$ cat src/rtl/uart_irq_pkg.sv
package uart_irq_pkg;

    // enable register bit positions
    localparam int EN_RX = 0;
    localparam int EN_TX = 1;
    localparam int EN_LS = 2;
    localparam int EN_MS = 3;
    localparam int EN_W  = 4;

    localparam int IIR_W = 8;

    // latched (event-driven) source slots
    localparam int LAT_LINE = 0;
    localparam int LAT_TMO  = 1;
    localparam int LAT_TX   = 2;
    localparam int NUM_LAT  = 3;

    typedef enum logic [3:0] {
        ID_MODEM   = 4'h0,
        ID_NONE    = 4'h1,
        ID_TXEMPTY = 4'h2,
        ID_RXDATA  = 4'h4,
        ID_LINE    = 4'h6,
        ID_RXTMO   = 4'hC
    } irq_id_e;

    typedef struct packed {
        logic line;
        logic rxdata;
        logic rxtmo;
        logic txempty;
        logic modem;
    } src_vec_t;

    localparam int SRC_W = $bits(src_vec_t);

    function automatic src_vec_t mask_src(src_vec_t p, logic [EN_W-1:0] en);
        src_vec_t m;
        m.line    = p.line    & en[EN_LS];
        m.rxdata  = p.rxdata  & en[EN_RX];
        m.rxtmo   = p.rxtmo   & en[EN_RX];
        m.txempty = p.txempty & en[EN_TX];
        m.modem   = p.modem   & en[EN_MS];
        return m;
    endfunction

    function automatic irq_id_e pick_id(src_vec_t a);
        if (a.line)         return ID_LINE;
        else if (a.rxdata)  return ID_RXDATA;
        else if (a.rxtmo)   return ID_RXTMO;
        else if (a.txempty) return ID_TXEMPTY;
        else if (a.modem)   return ID_MODEM;
        else                return ID_NONE;
    endfunction

endpackage

$ cat src/rtl/uart_irq_latch.sv
module uart_irq_latch (
    input  logic clk,
    input  logic rst,
    input  logic set_i,
    input  logic clr_i,
    output logic q_o,
    output logic nxt_o
);
    // a new event in the clearing cycle is not lost
    assign nxt_o = set_i | (q_o & ~clr_i);

    always_ff @(posedge clk) begin
        if (rst) q_o <= 1'b0;
        else     q_o <= nxt_o;
    end
endmodule

$ cat src/rtl/uart_irq_pending.sv
module uart_irq_pending
    import uart_irq_pkg::*;
#(
    parameter int LVL_W = 5
) (
    input  logic             clk,
    input  logic             rst,
    input  logic             ls_event_i,
    input  logic             timeout_evt_i,
    input  logic             thr_empty_evt_i,
    input  logic             thr_write_i,
    input  logic             rd_lsr_i,
    input  logic             rd_rbr_i,
    input  logic             rd_iir_i,
    input  irq_id_e          cur_id_i,
    input  logic [LVL_W-1:0] rx_level_i,
    input  logic [LVL_W-1:0] rx_trig_i,
    input  logic             modem_chg_i,
    output src_vec_t         pend_o,
    output src_vec_t         pend_nxt_o
);
    logic [NUM_LAT-1:0] set_v, clr_v, q_v, nxt_v;
    logic               rx_ok;

    always_comb begin
        set_v[LAT_LINE] = ls_event_i;
        clr_v[LAT_LINE] = rd_lsr_i;
        set_v[LAT_TMO]  = timeout_evt_i;
        clr_v[LAT_TMO]  = rd_rbr_i;
        set_v[LAT_TX]   = thr_empty_evt_i;
        clr_v[LAT_TX]   = thr_write_i | (rd_iir_i && cur_id_i == ID_TXEMPTY);
    end

    for (genvar g = 0; g < NUM_LAT; g++) begin : g_lat
        uart_irq_latch u_lat (
            .clk   (clk),
            .rst   (rst),
            .set_i (set_v[g]),
            .clr_i (clr_v[g]),
            .q_o   (q_v[g]),
            .nxt_o (nxt_v[g])
        );
    end

    assign rx_ok = (rx_level_i != '0) && (rx_level_i >= rx_trig_i);

    always_comb begin
        pend_o.line    = q_v[LAT_LINE];
        pend_o.rxdata  = rx_ok;
        pend_o.rxtmo   = q_v[LAT_TMO];
        pend_o.txempty = q_v[LAT_TX];
        pend_o.modem   = modem_chg_i;

        pend_nxt_o.line    = nxt_v[LAT_LINE];
        pend_nxt_o.rxdata  = rx_ok;
        pend_nxt_o.rxtmo   = nxt_v[LAT_TMO];
        pend_nxt_o.txempty = nxt_v[LAT_TX];
        pend_nxt_o.modem   = modem_chg_i;
    end
endmodule

$ cat src/rtl/uart_irq_select.sv
module uart_irq_select
    import uart_irq_pkg::*;
(
    input  src_vec_t          pend_i,
    input  logic [EN_W-1:0]   ier_i,
    input  logic              fifo_en_i,
    output irq_id_e           id_o,
    output logic [IIR_W-1:0]  iir_o
);
    src_vec_t masked;

    always_comb begin
        masked = mask_src(pend_i, ier_i);
        id_o   = pick_id(masked);
        iir_o  = {{2{fifo_en_i}}, 2'b00, id_o};
    end
endmodule

$ cat src/rtl/uart_irq_ident.sv
module uart_irq_ident
    import uart_irq_pkg::*;
#(
    parameter int LVL_W = 5
) (
    input  logic              clk,
    input  logic              rst,
    input  logic [EN_W-1:0]   ier_i,
    input  logic              fifo_en_i,
    input  logic              ls_event_i,
    input  logic [LVL_W-1:0]  rx_level_i,
    input  logic [LVL_W-1:0]  rx_trig_i,
    input  logic              timeout_evt_i,
    input  logic              thr_empty_evt_i,
    input  logic              thr_write_i,
    input  logic              modem_chg_i,
    input  logic              rd_iir_i,
    input  logic              rd_lsr_i,
    input  logic              rd_rbr_i,
    output logic [IIR_W-1:0]  iir_o,
    output logic              irq_o
);
    src_vec_t          pend, pend_nxt;
    irq_id_e           cur_id;
    logic [SRC_W-1:0]  nxt_en_bits;

    uart_irq_pending #(.LVL_W(LVL_W)) u_pend (
        .clk             (clk),
        .rst             (rst),
        .ls_event_i      (ls_event_i),
        .timeout_evt_i   (timeout_evt_i),
        .thr_empty_evt_i (thr_empty_evt_i),
        .thr_write_i     (thr_write_i),
        .rd_lsr_i        (rd_lsr_i),
        .rd_rbr_i        (rd_rbr_i),
        .rd_iir_i        (rd_iir_i),
        .cur_id_i        (cur_id),
        .rx_level_i      (rx_level_i),
        .rx_trig_i       (rx_trig_i),
        .modem_chg_i     (modem_chg_i),
        .pend_o          (pend),
        .pend_nxt_o      (pend_nxt)
    );

    uart_irq_select u_sel (
        .pend_i    (pend),
        .ier_i     (ier_i),
        .fifo_en_i (fifo_en_i),
        .id_o      (cur_id),
        .iir_o     (iir_o)
    );

    // register the line from the state being latched so it lines up with iir_o
    assign nxt_en_bits = mask_src(pend_nxt, ier_i);

    always_ff @(posedge clk) begin
        if (rst) irq_o <= 1'b0;
        else     irq_o <= |nxt_en_bits;
    end
endmodule

$ cat config.mk
export PLATFORM = sky130hd
export DESIGN_NAME = uart_irq_ident
export DESIGN_NICKNAME = d
export VERILOG_FILES = /design/src/rtl/uart_irq_pkg.sv /design/src/rtl/uart_irq_latch.sv /design/src/rtl/uart_irq_pending.sv /design/src/rtl/uart_irq_select.sv /design/src/rtl/uart_irq_ident.sv
export SDC_FILE = /design/constraint.sdc
export NUM_CORES = 1
export LEC_CHECK = 0
export BUFFER_PORTS_ARGS = -buffer_cell sky130_fd_sc_hd__buf_2
export CAP_MARGIN = 0
export CORE_MARGIN = 1
export CORE_UTILIZATION = 35
export DETAILED_ROUTE_END_ITERATION = 12
export PLACE_DENSITY_LB_ADDON = 0.05
export REMOVE_ABC_BUFFERS = 1
export SLEW_MARGIN = 20
export SYNTH_ARGS = -nofsm -noshare
export SYNTH_HDL_FRONTEND = slang
export SYNTH_HIERARCHICAL = 1
export SYNTH_SLANG_ARGS = --single-unit
$ cat constraint.sdc
create_clock -name clk -period 2.52 [get_ports clk]
set_clock_uncertainty 0.1 [all_clocks]
set_input_delay 0.252 -clock clk [delete_from_list [all_inputs] [get_ports clk]]
set_output_delay 0.252 -clock clk [all_outputs]
set_load 0.01 [all_outputs]
# Word-level counts from Yosys, hierarchy flattened
# Index checks and enable logic that the tools add are counted.
# Widths: inputs -> output; s select.
[word_totals] ff_bits=4 latch_bits=0 mem_bits_rw=0 n_memories=0 in_bits=25 word_cells=33 mem_bits_ro=0
[classes] shifts=0 add_sub_neg=0 n_reduce_logical=4 muxes=5 mul=0 n_div=0 magnitude_cmp=1 n_eq_ne=1 bitwise=18
[ops] operator="$mux 4" count=4
[ops] operator="$and 1x1->1" count=11
[ops] operator="$ge 5x5->1" count=1
[ops] operator="$reduce_bool 5->1" count=1
[ops] operator="$reduce_or 5->1" count=1
[ops] operator="$eq 4x2->1 const B" count=1
[ops] operator="$or 1x1->1" count=4
[ops] operator="$not 1->1" count=3
[ops] operator="$logic_and 1x1->1" count=2
[ops] operator="$mux 1" count=1

# Logic depth before layout (Yosys ltp)
[logic_depth] depth_word=14 depth_mapped=15

# Cells and area by module
# The synthesis kept the hierarchy.
[by_module_without_submodules] module="uart_irq_pending" cells_per_inst=24 area_per_inst_um2=172.7 n_inst=1 seq_area_each_um2=0.0
[by_module_without_submodules] module="uart_irq_latch" cells_per_inst=5 area_per_inst_um2=50.0 n_inst=3 seq_area_each_um2=20.0
[by_module_without_submodules] module="uart_irq_select" cells_per_inst=16 area_per_inst_um2=115.1 n_inst=1 seq_area_each_um2=0.0
[by_module_without_submodules] module="uart_irq_ident" cells_per_inst=5 area_per_inst_um2=42.5 n_inst=1 seq_area_each_um2=20.0

# Least setup slack after synthesis
# Ideal clock, no wire load.
[synth_timing] path_kind="input to register" start="in rx_level_i[0]" end="reg irq_o" path_slack_ns=0.017 arrival_time_ns=2.279 path_stages=15 required_ns=2.296 cell_sequence="inv_1 > ha_1 > nand2b_1 > a211o_1 > o211ai_1 > a21oi_1 > buf_4 > o21ai_2 > a32o_1 > nand2_1 > o41ai_1 > nand2b_4 > nand2_1 > a22oi_1 > a31oi_1"
[synth_rtl] item="start, declared" line_no="uart_irq_ident.sv:11" source="input logic [LVL_W-1:0] rx_level_i,"
[synth_rtl] item="end signal, assigned" line_no="uart_irq_ident.sv:58" source="else irq_o <= |nxt_en_bits;"
[synth_rtl] item="end, declared" line_no="uart_irq_ident.sv:21" source="output logic irq_o"

==> flow_metrics.tcl <==
set metrics [dict create \
    layout-drive-gt1-share 0.614 \
    slowest_delay_ns 0.35 \
    rsz0062_at_grt "no" \
    power.total_w 0.000246 \
    path_class "in2reg" \
    netlist_area_um2 480 \
    antenna_found_initial 0 \
    fmax_mhz 409 \
    cts_tree "built" \
    grt_pass1_vias 395 \
    grtUsageMet1 0.168 \
    cts_inserted_buffers 3 \
    drt-total-wl_um 1100 \
    initial_utilization 0.405 \
    yosysTopAreaCellShare 0.188 \
    grt_pass1_wl_um 1500 \
    utilization 0.544 \
    pre_cts_ws_ns -0.230 \
    cp-start-kind "input pin" \
    place_inst 94 \
    fin_crit_sh 0.970 \
    critical_path_buf_inv_count 1 \
    status "complete, no violations" \
    die_h_um 39.1 \
    avgSynthCellArea_um2 8.01 \
    drcViolationCount 0 \
    path_cells "buf_2 -> ha_4 -> nand2b_4 -> a211o_1 -> o211ai_1 -> a21oi_2 -> o21ai_2 -> a32o_2 -> nand2_2 -> o41ai_2 -> nand2b_4 -> nand2_2 -> a22oi_2 -> a31oi_1" \
    avgViaCountPerCell 4.62 \
    htree_levels 1 \
    peakVddDrop_v 0.000234 \
    power_density_nw_per_um2 382 \
    nFillCells 124 \
    antenna_left 0 \
    met2_usage 0.246 \
    clock-sinks 4 \
    drt_iter0_markers 6 \
    hold_path.class "in2reg" \
    grt_usage 0.147 \
    top_usage_layer "met2" \
    maxSlewViolCount 0 \
    boundaryPins 34 \
    cp_top_family "compound AO/OA/AOI/OAI gates" \
    arrival_ns 2.45 \
    hold_violations 0 \
    clock_path_buffers 2 \
    crit_slowest_cell "o41ai_2" \
    layout_min_cycle_time_ns 2.44 \
    synth_top_cell_by_area "buf_4" \
    routabilityCongestion 0.643 \
    clk_latency_ns 0.23 \
    nNetsFinal 115 \
    setup_violations 0 \
    ys_warn_count 6 \
    io_buffers 28 \
    ys_seq_area_frac 0.167 \
    leakage_nw 0.368 \
    fin_tns_setup_ns 0 \
    num_vias 448 \
    postCtsSetupRepairBufs 0 \
    die_width_um 39.1 \
    coreArea_um2 1190 \
    area_delta_synth_final_pct 34.4 \
    grt_overflow 0 \
    drv_cap 0 \
    synth_cell_types 23 \
    grt_max_degree 5 \
    cts_root_buffer "clkbuf_4" \
    critPathRequiredTime_ns 2.53 \
    layout_setup_ws_ns 0.0755 \
    antenna_cells 0 \
    use_met3 0.0405 \
    critPathMaxFanout 3 \
    fp-row-count 12 \
    syn_inst 60 \
    hpwlAfterDp_um 830 \
    clkTransAtPathRegs_ns 0.04 \
    worstSetupEndpointType "flip-flop" \
    instances_no_fill 97 \
    wl_per_cell_um 11.3 \
    ys_ff_latch 4 \
    firstDrtPassIters 2 \
    synthTopCellsByArea "buf_4, dfxtp_1, ha_1" \
    dieArea_um2 1520 \
]
path summary, 6_finish.rpt:
check	to	depth (start not counted)	slack (ns)	start
max reg2reg	irq_o	8	0.70	u_pend/g_lat[1].u_lat/q_o
min	u_pend/g_lat[2].u_lat/q_o	2	0.14	rst
min reg2reg	u_pend/g_lat[0].u_lat/q_o	2	0.42	u_pend/g_lat[0].u_lat/q_o
max	irq_o	14	0.08	rx_trig_i[0]
metal layers:
layer / wire length [um] / up-vias
met4: 13 / 0
met5: 0 / -
met2: 540 / 22
met3: 66 / 2
met1: 476 / 185
li1: - / 239
where the power goes:
group / leakage, nW / internal (W) / total [W] / switching (W)
logic: 0.321 / 0.0000513 / 0.0000958 / 0.0000445
registers: 0.0335 / 0.0000684 / 0.0000733 / 0.00000492
clock network: 0.0138 / 0.0000531 / 0.0000774 / 0.0000242
timing repair:
item,in CTS,in global routing
hold buffers,0,0
resized for setup,1,9
pin swaps,0,9
setup endpoints to repair,1,1
cell type report:
cell class | count | area [um^2] | area share
timing repair buffer | 31 | 169 | 0.262
inverter | 9 | 33.8 | 0.0523
tap | 14 | 17.5 | 0.0271
clock buffer | 3 | 22.5 | 0.0349
sequential | 4 | 80.1 | 0.124
multi-input combinational | 36 | 323 | 0.500
registers in the layout, summed over array words and instances (netlist names):
register / count
u_pend/g_lat.u_lat/q_o: 3
irq_o: 1
cell families (layout without fill, tap and decap cells):
| family | Yosys count | after routing | share of synthesized area |
|---|---|---|---|
| buf+inv | 21 | 43 | 0.258 |
| simple gates | 15 | 15 | 0.214 |
| compound gates | 14 | 14 | 0.224 |
| fa+ha+maj | 5 | 5 | 0.130 |
| flops | 4 | 4 | 0.167 |
| other cells | 1 | 2 | 0.00781 |
synth_stat cells, drive strengths merged:
master,n
o21ai,2
nor2,1
o211ai,1
o41ai,1
and4b,1
a211o,1
buf,12
inv,9
conb,1
dfxtp,4
a22oi,2
o22ai,1
a21oi,4
a32o,1
or4,1
nand2,7
and3,1
nand2b,4
ha,5
a31oi,1
placed cells by master, fill, tap and decap left out:
cell type and count:
conb_1 2, buf_6 1, buf_4 3, buf_2 27
a32o_2 1, or4_1 1, inv_2 1, and4b_1 1
o211ai_1 1, a22oi_2 1, clkbuf_4 3, inv_1 8
nor2_1 1, a22oi_1 1, nand2_1 5, o41ai_2 1
o21ai_2 1, o22ai_1 1, dfxtp_1 4, a21oi_2 4
ha_1 4, and3_2 1, a31oi_1 1, ha_4 1
nand2_2 2, nand2b_4 4, a211o_1 1, o21ai_0 1
metrics by stage:
stage	hold WS (ns)	instance area, um^2
6_report	0.140	646
5_1_grt	0.143	646
4_1_cts	0.137	604
3_5_place_dp	0.385	574
3_3_place_gp	0.384	574
2_1_floorplan	0.214	394
(Power assumes the default switching activity.)
